[src/rtl/wser_pkg.sv]
package wser_pkg;

   typedef struct packed {
      logic ien;
      logic go;
      logic crc;
      logic rd;
   } wser_ctrl_t;

endpackage

[src/rtl/wser_ctrl_reg.sv]
module wser_ctrl_reg
   import wser_pkg::*;
(
   input  logic       clk,
   input  logic       rst_n,
   input  logic       we,
   input  wser_ctrl_t din,
   input  logic       crc_done,
   output wser_ctrl_t ctrl_q
);

   always_ff @(posedge clk) begin
      if (!rst_n) begin
         ctrl_q <= '0;
      end else if (we) begin
         ctrl_q <= din;
      end else if (crc_done) begin
         ctrl_q.crc <= 1'b0;
      end
   end

endmodule

[src/rtl/wser_crc_unit.sv]
module wser_crc_unit #(
   parameter int unsigned     CRC_W  = 16,
   parameter int unsigned     DATA_W = 8,
   parameter logic [CRC_W-1:0] POLY  = 16'h8408
) (
   input  logic             clk,
   input  logic             rst_n,
   input  logic             start,
   input  logic             shift_en,
   input  logic             append,
   input  logic             din,
   output logic [CRC_W-1:0] crc_upd
);

   logic [CRC_W-1:0] crc_q;
   logic             acc_q;

   function automatic logic [CRC_W-1:0] step(input logic [CRC_W-1:0] c, input logic b);
      logic fb;
      fb   = c[0] ^ b;
      step = (c >> 1) ^ (fb ? POLY : '0);
   endfunction

   assign crc_upd = acc_q ? step(crc_q, din) : crc_q;

   always_ff @(posedge clk) begin
      if (!rst_n) begin
         crc_q <= '0;
         acc_q <= 1'b0;
      end else if (start) begin
         crc_q <= '0;
         acc_q <= 1'b1;
      end else if (shift_en) begin
         if (append) begin
            crc_q <= crc_upd >> DATA_W;
            acc_q <= 1'b0;
         end else begin
            crc_q <= crc_upd;
         end
      end
   end

endmodule

[src/rtl/wser_shifter.sv]
module wser_shifter #(
   parameter int unsigned DATA_W = 8
) (
   input  logic              clk,
   input  logic              rst_n,
   input  logic              data_we,
   input  logic [DATA_W-1:0] data_in,
   input  logic              start,
   input  logic              shift_en,
   input  logic              load_crc,
   input  logic              clr_latch,
   input  logic [DATA_W-1:0] crc_byte,
   output logic              cur_bit,
   output logic              last_bit
);

   localparam int unsigned    IDX_W    = (DATA_W > 1) ? $clog2(DATA_W) : 1;
   localparam logic [IDX_W-1:0] LAST_IDX = IDX_W'(DATA_W - 1);

   logic [DATA_W-1:0] latch_q;
   logic [DATA_W-1:0] shreg_q;
   logic [IDX_W-1:0]  idx_q;

   assign cur_bit  = shreg_q[idx_q];
   assign last_bit = (idx_q == LAST_IDX);

   always_ff @(posedge clk) begin
      if (!rst_n) begin
         latch_q <= '0;
         shreg_q <= '0;
         idx_q   <= '0;
      end else begin
         if (data_we) begin
            latch_q <= data_in;
         end else if (clr_latch) begin
            latch_q <= '0;
         end
         if (start) begin
            shreg_q <= latch_q;
            idx_q   <= '0;
         end else if (shift_en) begin
            if (last_bit) begin
               idx_q   <= '0;
               shreg_q <= load_crc ? crc_byte : latch_q;
            end else begin
               idx_q <= idx_q + 1'b1;
            end
         end
      end
   end

endmodule

[src/rtl/disk_write_serializer.sv]
module disk_write_serializer
   import wser_pkg::*;
#(
   parameter int unsigned      DATA_W  = 8,
   parameter int unsigned      CRC_W   = 16,
   parameter logic [CRC_W-1:0] POLY    = 16'h8408,
   parameter bit               OUT_REG = 1'b1
) (
   input  logic              clk,
   input  logic              rst_n,
   input  logic              bit_tick,
   input  logic              wr_protect,
   input  logic              data_we,
   input  logic [DATA_W-1:0] data_in,
   input  logic              ctrl_we,
   input  logic              ctrl_read,
   input  logic              ctrl_crc,
   input  logic              ctrl_go,
   input  logic              ctrl_ien,
   output logic              wr_bit,
   output logic              wr_stb,
   output logic              byte_ready,
   output logic              irq,
   output logic              crc_req
);

   generate
      if (DATA_W < 2) begin : g_bad_data_w
         $error("DATA_W must be at least 2");
      end
      if (CRC_W < DATA_W || (CRC_W % DATA_W) != 0) begin : g_bad_crc_w
         $error("CRC_W must be a whole multiple of DATA_W");
      end
      if (POLY == '0) begin : g_bad_poly
         $error("POLY must be non-zero");
      end
   endgenerate

   wser_ctrl_t       ctrl_d;
   wser_ctrl_t       ctrl_q;
   logic             started_q;
   logic             start_edge;
   logic             stop_req;
   logic             active;
   logic             shift_en;
   logic             last_bit;
   logic             boundary;
   logic             append;
   logic             crc_done;
   logic             cur_bit;
   logic [CRC_W-1:0] crc_upd;
   logic             stb_d;
   logic             bit_d;

   assign ctrl_d     = '{ien: ctrl_ien, go: ctrl_go, crc: ctrl_crc, rd: ctrl_read};
   assign start_edge = ctrl_we & ctrl_go & ~ctrl_q.go & ~ctrl_read;
   assign stop_req   = ctrl_we & ~ctrl_go;
   assign active     = bit_tick & ~ctrl_q.rd & ~wr_protect;
   assign shift_en   = active & started_q;
   assign boundary   = shift_en & last_bit;
   assign append     = boundary & ctrl_q.crc;
   assign crc_done   = append & (crc_upd == '0);
   assign crc_req    = ctrl_q.crc;

   wser_ctrl_reg i_ctrl (
      .clk      (clk),
      .rst_n    (rst_n),
      .we       (ctrl_we),
      .din      (ctrl_d),
      .crc_done (crc_done),
      .ctrl_q   (ctrl_q)
   );

   wser_crc_unit #(.CRC_W(CRC_W), .DATA_W(DATA_W), .POLY(POLY)) i_crc (
      .clk      (clk),
      .rst_n    (rst_n),
      .start    (start_edge),
      .shift_en (shift_en),
      .append   (append),
      .din      (cur_bit),
      .crc_upd  (crc_upd)
   );

   wser_shifter #(.DATA_W(DATA_W)) i_shift (
      .clk       (clk),
      .rst_n     (rst_n),
      .data_we   (data_we),
      .data_in   (data_in),
      .start     (start_edge),
      .shift_en  (shift_en),
      .load_crc  (append),
      .clr_latch (crc_done),
      .crc_byte  (crc_upd[DATA_W-1:0]),
      .cur_bit   (cur_bit),
      .last_bit  (last_bit)
   );

   always_ff @(posedge clk) begin
      if (!rst_n) begin
         started_q  <= 1'b0;
         byte_ready <= 1'b0;
         irq        <= 1'b0;
      end else begin
         if (start_edge) begin
            started_q <= 1'b1;
         end else if (stop_req) begin
            started_q <= 1'b0;
         end
         if (start_edge || boundary) begin
            byte_ready <= 1'b1;
         end else if (data_we) begin
            byte_ready <= 1'b0;
         end
         if (boundary && ctrl_q.ien) begin
            irq <= 1'b1;
         end else if (ctrl_we) begin
            irq <= 1'b0;
         end
      end
   end

   assign stb_d = active;
   assign bit_d = shift_en & cur_bit;

   generate
      if (OUT_REG) begin : g_out_reg
         always_ff @(posedge clk) begin
            if (!rst_n) begin
               wr_stb <= 1'b0;
               wr_bit <= 1'b0;
            end else begin
               wr_stb <= stb_d;
               wr_bit <= bit_d;
            end
         end
      end else begin : g_out_comb
         assign wr_stb = stb_d;
         assign wr_bit = bit_d;
      end
   endgenerate

endmodule

[config.mk]
export PLATFORM = sky130hd
export DESIGN_NAME = disk_write_serializer
export DESIGN_NICKNAME = d
export VERILOG_FILES = /design/src/rtl/wser_pkg.sv /design/src/rtl/wser_ctrl_reg.sv /design/src/rtl/wser_crc_unit.sv /design/src/rtl/wser_shifter.sv /design/src/rtl/disk_write_serializer.sv
export SDC_FILE = /design/constraint.sdc
export NUM_CORES = 1
export LEC_CHECK = 0
export CORE_ASPECT_RATIO = 0.9
export CORE_MARGIN = 2
export CORE_UTILIZATION = 50
export CTS_BUF_LIST = sky130_fd_sc_hd__clkbuf_8
export CTS_CLUSTER_SIZE = 8
export DETAILED_ROUTE_END_ITERATION = 8
export DONT_BUFFER_PORTS = 1
export GPL_TIMING_DRIVEN = 0
export PLACE_DENSITY = 0.66
export SLEW_MARGIN = 20
export SYNTH_ARGS = -nofsm -noshare
export SYNTH_HDL_FRONTEND = slang
export SYNTH_HIERARCHICAL = 1
export SYNTH_SLANG_ARGS = --single-unit
export TNS_END_PERCENT = 100
[constraint.sdc]
create_clock -name clk -period 2.5 [get_ports clk]
set_clock_uncertainty 0.05 [all_clocks]
set_input_delay 0.25 -clock clk [delete_from_list [all_inputs] [get_ports clk]]
set_output_delay 0.25 -clock clk [all_outputs]
set_load 0.05 [all_outputs]
==> flow_metrics.py <==
metrics = {
    "place": {
        "place.port_buffers": 0,
        "place_ws_ns": -0.288,
        "placed_cells": 307,
        "hpwl_um": 3550,
        "placed_area_mm2": 0.00248,
        "gp_congestion": 0.873,
    },
    "power_and_ir_drop": {
        "switching_share_pct": 24.4,
        "p_clk_share_pct": 33.2,
        "p_leak_nw": 1.03,
        "p_sw_uw": 317,
        "fin_total_pwr_mw": 1.30,
        "irDropWorstVdd_v": 0.000301,
        "combPwrFrac_pct": 8.7,
        "sequentialPowerShare_pct": 58.1,
        "p_per_area_mw_per_mm2": 488,
        "intPower_uw": 983,
    },
    "clock_network": {
        "clk_latency_ns": 0.30,
        "ctsRootBufferMaster": "clkbuf_8",
        "ctsLongestPathBuffers": 2,
        "cts_tree": "done",
        "cts.htree.levels": 2,
        "path_clk_slew_ns": 0.09,
        "cts-hold-fix-buffers": 0,
        "cts_made_buffers": 5,
        "cts.sinks": 45,
    },
    "sta": {
        "fin_crit_ns": 2.67,
        "rsz0062_at_grt": "yes",
        "hold_ws_ns": 0.0292,
        "worst_pin_slew_ns": 0.562,
        "finalHoldViolCount": 0,
        "setup_tns_ns": -1.44,
        "period_share_pct": 107,
        "final.setup.worst_slack_ns": -0.167,
        "setup_viol": 9,
        "timing_max_transition_violations_final": 0,
        "fmax_ghz": 0.375,
        "slew_headroom_pct": 62.5,
    },
    "route": {
        "via_count": 1799,
        "first_pass_iters": 4,
        "wirelength_um": 5070,
        "first_iter_violations": 145,
        "vias_per_cell": 5.59,
        "wl_per_cell_um": 15.8,
        "detail-route-antenna-nets": 0,
        "drc": 0,
    },
    "setup_path": {
        "reg2reg_from": "i_shift/idx_q[0]$_SDFFE_PP0P_",
        "cp.required_ns": 2.65,
        "r2r_cells": 12,
        "endpoint_kind": "register",
        "path_cells": "mux4_2, mux2_4, xnor2_4, mux2_4, nand2_4, nor4_4, nand4_1, nor2_2, buf_8, nor3b_1, a21oi_1, nor2b_1",
        "start_kind": "register",
        "timing.rr.end": "i_shift/latch_q[4]$_SDFFE_PN0P_",
        "cpMaxStageDelayCell": "mux4_2",
        "crit_fanout": 8,
        "rrSetupSlack_ns": -0.17,
        "path_class": "register to register",
        "arrival_ns": 2.81,
        "max_stage_delay_ns": 0.49,
        "crit_path_frequent_cell": "mux2_4",
    },
    "global_routing": {
        "grtUsageTotal_pct": 20.3,
        "grt_overflow": 0,
        "grt_pass1_vias": 1758,
        "grt_pass1_wl_um": 8690,
        "grt_max_degree": 22,
        "antenna_found_initial": 0,
    },
    "synth": {
        "syn_area_per_cell_um2": 9.70,
        "syn_inst": 245,
        "ys_top_cells_by_area": "dfxtp_1, mux2_2, mux4_1",
        "yosysSeqAreaShare_pct": 37.9,
        "synth_top_area_share_pct": 37.9,
        "synth_edf_count": 0,
        "yosys_warnings": 6,
        "synth.largest_area_cell": "dfxtp_1",
        "syn-cell-area_mm2": 0.00238,
        "async_reset_ff_share_pct": 0,
        "synthFlopType": "dfxtp_1",
        "ys_types": 44,
        "ys_ff_latch": 45,
        "synthesis.nets": 265,
    },
    "finish": {
        "drive_gt1_share_pct": 23.8,
        "num-fill-cells": 398,
        "final_area_mm2": 0.00266,
        "seqCellArea_um2": 905,
        "fin_util_pct": 59.0,
        "fin_cells": 322,
        "mostFrequentLayoutCell": "dfxtp_1",
        "antenna_cells": 0,
        "final_nets": 279,
        "layout_common_cells": "dfxtp_1, nor2b_1, nand2_1, a21oi_1, nor2_1",
        "multi_input_area_mm2": 0.00140,
        "syn2layout_area_growth_pct": 12.1,
    },
    "die": {
        "ios": 23,
        "fp.dieH_um": 69.4,
        "num_rows": 23,
        "fp.dieW_um": 76.7,
        "start_util_pct": 52.6,
        "design.core.area_mm2": 0.00452,
        "die_area_mm2": 0.00532,
    },
    "worst_hold_path": {
        "hold_depth": 1,
        "timing.hold.worst.start": "rst_n",
        "worstHoldPathType": "input port to register",
        "worst_hold_path.endpoint": "i_crc/acc_q$_SDFFE_PN0P_",
    },
    "job": {
        "max-cap-violations": 0,
    },
    "outcome": {
        "violations": "setup timing",
        "status": "finished with violations",
    },
}
## what timing repair did
item / 4_1_cts / 5_1_grt
endpoints found under the setup margin: 9 / 9
pin swaps: 5 / 3
resized for setup: 7 / 3
buffers inserted: 5 / 2
## metal layers
layer  share of wire [%]  track usage, %
met5                   0               0
met4                 1.3            7.07
met3                 5.9            4.04
met2                  43            28.8
met1                  50            30.4
## kinds of logic (layout without fill, tap and decap cells)
kind of cell             after synthesis  count (layout)  share of synthesized area, %
AND/OR/NAND/NOR                       94              94                          22.5
flip-flops                            45              45                          37.9
buffers and inverters                 22              37                          5.63
XOR/XNOR                               2               2                         0.737
AO/OA/AOI/OAI                         47              47                          12.6
multiplexers                          33              33                          19.5
adder cells (fa/ha/maj)                2               2                          1.05
## critical path: cells and delay by family, from the launching register on
family,cells,cell delay (ns)
compound gates,1,0.13
xor+xnor,1,0.20
buf+inv,1,0.14
flops,1,0.38
mux,3,1.02
simple gates,6,0.64
## how the worst max path moves through the flow
| stage | depth (start not counted) | start | end | slack, ns |
|---|---|---|---|---|
| finish | 12 | i_shift/idx_q[0]$_SDFFE_PP0P_ | i_shift/latch_q[4]$_SDFFE_PN0P_ | -0.17 |
| floorplan | 12 | i_shift/idx_q[0]$_SDFFE_PP0P_ | i_shift/latch_q[1]$_SDFFE_PN0P_ | 0.004 |
| global placement | 11 | i_shift/idx_q[0]$_SDFFE_PP0P_ | i_shift/latch_q[6]$_SDFFE_PN0P_ | -0.30 |
| detailed placement | 12 | i_shift/idx_q[0]$_SDFFE_PP0P_ | i_shift/latch_q[4]$_SDFFE_PN0P_ | -0.29 |
| CTS | 12 | i_shift/idx_q[0]$_SDFFE_PP0P_ | i_shift/latch_q[4]$_SDFFE_PN0P_ | -0.21 |
| global route | 12 | i_shift/idx_q[0]$_SDFFE_PP0P_ | i_shift/latch_q[5]$_SDFFE_PN0P_ | -0.38 |
## power by group through the flow
stage | combinational (mW) | sequential (mW) | clock [mW]
floorplan | 0.0902 | 0.768 | 0
global placement | 0.107 | 0.771 | 0
detailed placement | 0.108 | 0.772 | 0
CTS | 0.112 | 0.755 | 0.449
global route | 0.124 | 0.758 | 0.480
finish | 0.113 | 0.755 | 0.432
## area by class of cell
type / count / area share [%]
Buffer: 17 / 4.70
Clock buffer: 5 / 2.58
Clock inverter: 3 / 0.517
Inverter: 5 / 0.705
Multi-Input combinational cell: 178 / 52.7
Sequential cell: 45 / 34.0
Tap cell: 62 / 2.91
Timing Repair Buffer: 7 / 1.97
## sequential cells by signal (all words and copies together) (netlist names)
register	flops
byte_ready	1
i_crc/acc_q	1
i_crc/crc_q	16
i_ctrl/ctrl_q	4
i_shift/idx_q	3
i_shift/latch_q	8
i_shift/shreg_q	8
irq	1
started_q	1
wr_bit	1
wr_stb	1
## cell usage after synthesis (2+ instances only)
master and count:
a21oi_1 18, a311oi_1 2, a311oi_2 2, a31oi_1 8
and4bb_2 2, buf_2 5, buf_6 2, clkbuf_1 5
clkbuf_2 2, dfxtp_1 45, ha_1 2, inv_1 5
mux2_2 15, mux2i_1 10, mux4_1 6, nand2_1 24
nand2b_1 8, nand4_1 2, nor2_1 15, nor2b_1 22
nor3b_1 9, nor4_1 4, o211ai_1 2, o21ai_0 9
o22ai_1 2
Note: power is estimated with default switching activity, not from simulation.
